==> src/rtl/sfs_pkg.sv <==
package sfs_pkg;
  typedef enum logic [1:0] {
    CHROMA_PASS  = 2'b00,
    CHROMA_DBL   = 2'b01,
    CHROMA_HALF  = 2'b10,
    CHROMA_PASS2 = 2'b11
  } chroma_mode_e;

  // strobes from control to datapath
  typedef struct packed {
    logic hWe;
    logic vWe;
    logic incDbl;
    logic incHalf;
  } sfs_strobe_t;
endpackage

==> src/rtl/sfs_ctrl.sv <==
module sfs_ctrl
  import sfs_pkg::*;
(
  input  logic        wrEn,
  input  logic        wrDir,
  input  logic [1:0]  chromaMode,
  output sfs_strobe_t strb
);
  always_comb begin
    strb.hWe     = wrEn && !wrDir;
    strb.vWe     = wrEn && wrDir;
    strb.incDbl  = (chroma_mode_e'(chromaMode) == CHROMA_DBL);
    strb.incHalf = (chroma_mode_e'(chromaMode) == CHROMA_HALF);
  end
endmodule

==> src/rtl/sfs_bank.sv <==
module sfs_bank #(
  parameter int DEPTH  = 8,
  parameter int INC_W  = 16,
  parameter int ADDR_W = 32,
  localparam int IDX_W = $clog2(DEPTH)
) (
  input  logic              clk,
  input  logic              rstN,
  input  logic              we,
  input  logic [IDX_W-1:0]  wIdx,
  input  logic [INC_W-1:0]  wMin,
  input  logic [INC_W-1:0]  wMax,
  input  logic [ADDR_W-1:0] wAddr,
  input  logic [INC_W-1:0]  inc,
  output logic [ADDR_W-1:0] selAddr
);
  logic [INC_W-1:0]  loBound [DEPTH];
  logic [INC_W-1:0]  hiBound [DEPTH];
  logic [ADDR_W-1:0] baseAddr [DEPTH];
  logic [IDX_W-1:0]  hitIdx;

  always_ff @(posedge clk or negedge rstN) begin
    if (!rstN) begin
      for (int i = 0; i < DEPTH; i++) begin
        loBound[i]  <= '0;
        hiBound[i]  <= '0;
        baseAddr[i] <= '0;
      end
    end else if (we) begin
      loBound[wIdx]  <= wMin;
      hiBound[wIdx]  <= wMax;
      baseAddr[wIdx] <= wAddr;
    end
  end

  // ascending scan, later hit overrides: highest index wins, 0 is default
  always_comb begin
    hitIdx = '0;
    for (int i = 1; i < DEPTH; i++) begin
      if ((loBound[i] < inc) && (inc <= hiBound[i])) hitIdx = IDX_W'(i);
    end
  end

  assign selAddr = baseAddr[hitIdx];
endmodule

==> src/rtl/sfs_datapath.sv <==
module sfs_datapath
  import sfs_pkg::*;
#(
  parameter int DEPTH  = 8,
  parameter int INC_W  = 16,
  parameter int ADDR_W = 32,
  localparam int IDX_W = $clog2(DEPTH)
) (
  input  logic              clk,
  input  logic              rstN,
  input  sfs_strobe_t       strb,
  input  logic [IDX_W-1:0]  wrIdx,
  input  logic [INC_W-1:0]  wrMin,
  input  logic [INC_W-1:0]  wrMax,
  input  logic [ADDR_W-1:0] wrAddr,
  input  logic [INC_W-1:0]  hInc,
  input  logic [INC_W-1:0]  vInc,
  output logic [ADDR_W-1:0] hAddr,
  output logic [ADDR_W-1:0] vAddr,
  output logic [INC_W-1:0]  hIncUsed,
  output logic [INC_W-1:0]  vIncUsed
);
  logic [INC_W-1:0]  rawInc  [2];
  logic [INC_W-1:0]  adjInc  [2];
  logic [ADDR_W-1:0] bankSel [2];
  logic              bankWe  [2];

  assign rawInc[0] = hInc;
  assign rawInc[1] = vInc;
  assign bankWe[0] = strb.hWe;
  assign bankWe[1] = strb.vWe;

  for (genvar g = 0; g < 2; g++) begin : g_dir
    always_comb begin
      if (strb.incDbl)       adjInc[g] = {rawInc[g][INC_W-2:0], 1'b0};
      else if (strb.incHalf) adjInc[g] = {1'b0, rawInc[g][INC_W-1:1]};
      else                   adjInc[g] = rawInc[g];
    end

    sfs_bank #(.DEPTH(DEPTH), .INC_W(INC_W), .ADDR_W(ADDR_W)) u_bank (
      .clk     (clk),
      .rstN    (rstN),
      .we      (bankWe[g]),
      .wIdx    (wrIdx),
      .wMin    (wrMin),
      .wMax    (wrMax),
      .wAddr   (wrAddr),
      .inc     (adjInc[g]),
      .selAddr (bankSel[g])
    );
  end

  always_ff @(posedge clk or negedge rstN) begin
    if (!rstN) begin
      hAddr    <= '0;
      vAddr    <= '0;
      hIncUsed <= '0;
      vIncUsed <= '0;
    end else begin
      hAddr    <= bankSel[0];
      vAddr    <= bankSel[1];
      hIncUsed <= adjInc[0];
      vIncUsed <= adjInc[1];
    end
  end
endmodule

==> src/rtl/scale_filter_select.sv <==
module scale_filter_select
  import sfs_pkg::*;
#(
  parameter int DEPTH  = 8,
  parameter int INC_W  = 16,
  parameter int ADDR_W = 32,
  localparam int IDX_W = $clog2(DEPTH)
) (
  input  logic              clk,
  input  logic              rstN,
  input  logic              wrEn,
  input  logic              wrDir,
  input  logic [IDX_W-1:0]  wrIdx,
  input  logic [INC_W-1:0]  wrMin,
  input  logic [INC_W-1:0]  wrMax,
  input  logic [ADDR_W-1:0] wrAddr,
  input  logic [INC_W-1:0]  hInc,
  input  logic [INC_W-1:0]  vInc,
  input  logic [1:0]        chromaMode,
  output logic [ADDR_W-1:0] hAddr,
  output logic [ADDR_W-1:0] vAddr,
  output logic [INC_W-1:0]  hIncUsed,
  output logic [INC_W-1:0]  vIncUsed
);
  sfs_strobe_t strb;

  sfs_ctrl u_ctrl (
    .wrEn       (wrEn),
    .wrDir      (wrDir),
    .chromaMode (chromaMode),
    .strb       (strb)
  );

  sfs_datapath #(.DEPTH(DEPTH), .INC_W(INC_W), .ADDR_W(ADDR_W)) u_dp (
    .clk      (clk),
    .rstN     (rstN),
    .strb     (strb),
    .wrIdx    (wrIdx),
    .wrMin    (wrMin),
    .wrMax    (wrMax),
    .wrAddr   (wrAddr),
    .hInc     (hInc),
    .vInc     (vInc),
    .hAddr    (hAddr),
    .vAddr    (vAddr),
    .hIncUsed (hIncUsed),
    .vIncUsed (vIncUsed)
  );
endmodule

==> config.mk <==
export PLATFORM = sky130hd
export DESIGN_NAME = scale_filter_select
export DESIGN_NICKNAME = d
export VERILOG_FILES = /design/src/rtl/sfs_pkg.sv /design/src/rtl/sfs_ctrl.sv /design/src/rtl/sfs_bank.sv /design/src/rtl/sfs_datapath.sv /design/src/rtl/scale_filter_select.sv
export SDC_FILE = /design/constraint.sdc
export NUM_CORES = 2
export LEC_CHECK = 0
export ABC_AREA = 1
export BUFFER_PORTS_ARGS = -buffer_cell sky130_fd_sc_hd__buf_2
export CORE_MARGIN = 4
export CORE_UTILIZATION = 50
export DETAILED_ROUTE_END_ITERATION = 16
export HOLD_SLACK_MARGIN = 0.12
export PLACE_DENSITY = 0.66
export SLEW_MARGIN = 25
export SYNTH_ARGS = -nofsm -noshare
export SYNTH_HDL_FRONTEND = slang
export SYNTH_HIERARCHICAL = 1
export SYNTH_SLANG_ARGS = --single-unit
==> constraint.sdc <==
create_clock -name clk -period 6.5 [get_ports clk]
set_input_delay 1.625 -clock clk [delete_from_list [all_inputs] [get_ports clk]]
set_output_delay 1.625 -clock clk [all_outputs]
set_load 0.02 [all_outputs]
==> impl_metrics.env <==
export IMPL_fin_setup_tns_ps=0
export IMPL_netlist_instances=6842
export IMPL_finalHoldViolCount=0
export IMPL_hold_slack_ps=481
export IMPL_synth_compound_area_share_pct=11.9
export IMPL_start_util_pct=50.4
export IMPL_io_pins=201
export IMPL_num_rows=121
export IMPL_portBuffers=200
export IMPL_syn2layout_area_growth_pct=11.7
export IMPL_synth_seq_cells=1056
export IMPL_vias=45200
export IMPL_rsz0062_at_grt="false"
export IMPL_fin_crit_sh_pct=86.3
export IMPL_root_buffer="clkbuf_16"
export IMPL_crit_fanout=32
export IMPL_synthXorXnorAreaFrac_pct=0
export IMPL_drive_above_1_share_pct=7.28
export IMPL_cp_start_kind="input pin"
export IMPL_place_hpwl_um=98200
export IMPL_grt_pass1_wl_um=245000
export IMPL_synthesis_area_mm2=0.0549
export IMPL_slew_viol_final=0
export IMPL_synth_cell_types=35
export IMPL_core_area_mm2=0.109
export IMPL_end_kind="register"
export IMPL_dr_pass1_iters=8
export IMPL_synthArstFlopShare_pct=100
export IMPL_ir_drop_mv=0.336
export IMPL_synth_edf_count=0
export IMPL_place_congestion=0.882
export IMPL_cts_tree="built"
export IMPL_grt_pass1_vias=43400
export IMPL_dp_cells=8182
export IMPL_hold_buffers=0
export IMPL_final_cells=8407
export IMPL_die_y_um=339
export IMPL_finalCriticalPeriod_ps=5610
export IMPL_antenna_found_initial=9
export IMPL_synthAdderAreaFrac_pct=9.89
export IMPL_clock_sinks=1056
export IMPL_synthMuxAreaShare_pct=0
export IMPL_final_setup_viol_count=0
export IMPL_drt_initial_drc_count=4295
export IMPL_dieArea_mm2=0.115
export IMPL_nets=7425
export IMPL_timing_fmax_ghz=0.178
export IMPL_cts_buffers=116
export IMPL_ctsResizeCount=0
export IMPL_drt_drc_violations_left=0
export IMPL_leakage_nw=32.4
export IMPL_fin_util_pct=56.3
export IMPL_routed_via_density=5.38
export IMPL_synth_top_family_by_area="simple AND/OR/NAND/NOR gates"
export IMPL_synth_nets=7381
export IMPL_p_per_area_mw_per_mm2=394
export IMPL_post_cts_buffers=0
export IMPL_wl_per_cell_um=18.2
export IMPL_synth_area_per_cell_um2=8.02
export IMPL_hold_path_class="register to register"
export IMPL_ant_nets=0
export IMPL_grt_start_max_net_pins=161
export IMPL_ys_seq_area_share_pct=48.1
export IMPL_clkTransAtPathRegs_ps=60
export IMPL_synthFlopType="dfrtp_1"
export IMPL_drt_wl_total_um=153000
export IMPL_crit_type="input pin to register"
export IMPL_overflow=0
export IMPL_worstMarginPinSlew_ps=1030
export IMPL_fillers=9914
export IMPL_crit_arrival_ps=6260
export IMPL_grt_total_usage_pct=26.6
export IMPL_ys_warn_count=6
export IMPL_critPathRequiredTime_ps=7150
export IMPL_die_w_um=339
export IMPL_fin_worst_skew_ps=44.7
export IMPL_htreeDepth=3
export IMPL_drv_cap=0
export IMPL_synth_simple_gate_area_share_pct=20.4
export IMPL_clock_path_buffers=3
export IMPL_r2r_setup_slack_ps=3140
export IMPL_status="complete, no violations"
export IMPL_relSlewSlack_pct=31.2
export IMPL_clk_latency_ps=720
-- cell usage in the layout (no fill, tap or decap), drive strengths merged --
| cell | instances |
|---|---|
| a21o | 8 |
| o31ai | 2 |
| a211oi | 8 |
| a21boi | 2 |
| o21a | 14 |
| nand3 | 578 |
| clkinvlp | 2 |
| buf | 268 |
| clkinv | 32 |
| a21oi | 234 |
| nor4 | 3 |
| nand3b | 6 |
| o21ai | 976 |
| nor2 | 133 |
| o21bai | 5 |
| o221ai | 5 |
| clkbuf | 168 |
| ha | 434 |
| and2 | 1 |
| nand2 | 1944 |
| o211ai | 13 |
| diode | 6 |
| bufinv | 16 |
| o2111ai | 1 |
| nand4 | 45 |
| inv | 1006 |
| nor3 | 27 |
| dfrtp | 1056 |
-- critical path, cell delays in order --
cell      delay, ps
buf_2           100
inv_1            40
nor2_2          330
inv_2           340
nand2_1         140
nand3_1          70
nand2_1         490
inv_1           160
ha_1            350
a21oi_1         130
nor2_1           50
a211oi_1        360
o21ai_0         250
a21oi_1         190
nand2_1         110
nand3_1         140
nand3_4         100
inv_2           580
buf_4           340
nand3_1         110
nand2_1          70
nand2_1          50
nand2_1          90
-- layout make-up --
type	instances	area [µm²]	share of cell area [%]
diodes	6	15.0	0.0245
clock buffers	168	3460	5.64
clock inverters	51	777	1.27
inverters	1005	3770	6.15
multi-input cells	4439	23300	38.1
flip-flops and latches	1056	26400	43.1
well taps	1414	1770	2.89
repair buffers	268	1750	2.85
-- metrics by stage --
step	setup slack, ps	instance area [µm²]	power, W
after floorplan	1910	54900	0.0147
after global placement	355	57000	0.0169
after detailed placement	312	57000	0.0171
after CTS	1030	61300	0.0243
after global routing	665	61300	0.0260
final	891	61300	0.0242
-- kinds of logic after synthesis --
| group | after synthesis |
|---|---|
| AO/OA/AOI/OAI | 1268 |
| AND/OR/NAND/NOR | 2737 |
| flip-flops | 1056 |
| buffers and inverters | 1347 |
| adder cells (fa/ha/maj) | 434 |
-- worst paths after layout --
kind | startpoint | to | cells after the start
max in group asynchronous | rstN | u_dp/g_dir[1].u_bank/hiBound[18]$_DFFE_PN0P_ | 2
max | chromaMode[1] | u_dp/vAddr[8]$_DFF_PN0_ | 23
min in group asynchronous | rstN | u_dp/g_dir[0].u_bank/hiBound[72]$_DFFE_PN0P_ | 1
max reg2reg | u_dp/g_dir[1].u_bank/hiBound[69]$_DFFE_PN0P_ | u_dp/vAddr[31]$_DFF_PN0_ | 18
min | u_dp/g_dir[1].u_bank/hiBound[65]$_DFFE_PN0P_ | u_dp/g_dir[1].u_bank/hiBound[65]$_DFFE_PN0P_ | 2
min reg2reg | u_dp/g_dir[1].u_bank/hiBound[65]$_DFFE_PN0P_ | u_dp/g_dir[1].u_bank/hiBound[65]$_DFFE_PN0P_ | 2
-- report_power, final --
group	internal (W)	switching (W)	total, W
Combinational	0.00279	0.00534	0.00813
Sequential	0.00807	0.000822	0.00889
Clock	0.00434	0.00280	0.00714
-- metal layers --
layer	vias up	GRT usage, %	share of wire [%]
met3	231	4.49	7.0
met1	21700	38.3	46
met2	1353	41.6	45
li1	21900	-	-
met4	2	7.49	2.6
met5	-	0	0.0046
-- registers in the layout, summed over array words and instances, names as in the netlist --
register and count:
u_dp/g_dir.u_bank/baseAddr 512, u_dp/g_dir.u_bank/hiBound 224, u_dp/g_dir.u_bank/loBound 224, u_dp/hAddr 32, u_dp/hIncUsed 16, u_dp/vAddr 32, u_dp/vIncUsed 16
-- Yosys cell counts, types with 13 or more instances --
cell / count / area share (%)
clkbuf_1: 228 / 1.6
o21a_1: 14 / 0.19
ha_1: 434 / 9.9
nand2_1: 1939 / 13
nand3_1: 578 / 5.3
a21oi_1: 233 / 2.1
nor2_1: 133 / 0.91
o211ai_1: 13 / 0.18
buf_2: 81 / 0.74
inv_1: 999 / 6.8
o21ai_0: 966 / 8.8
buf_6: 15 / 0.31
dfrtp_1: 1056 / 48
nor3_1: 27 / 0.25
nand4_1: 45 / 0.51
No activity file was read; power rests on OpenSTA's default activity.
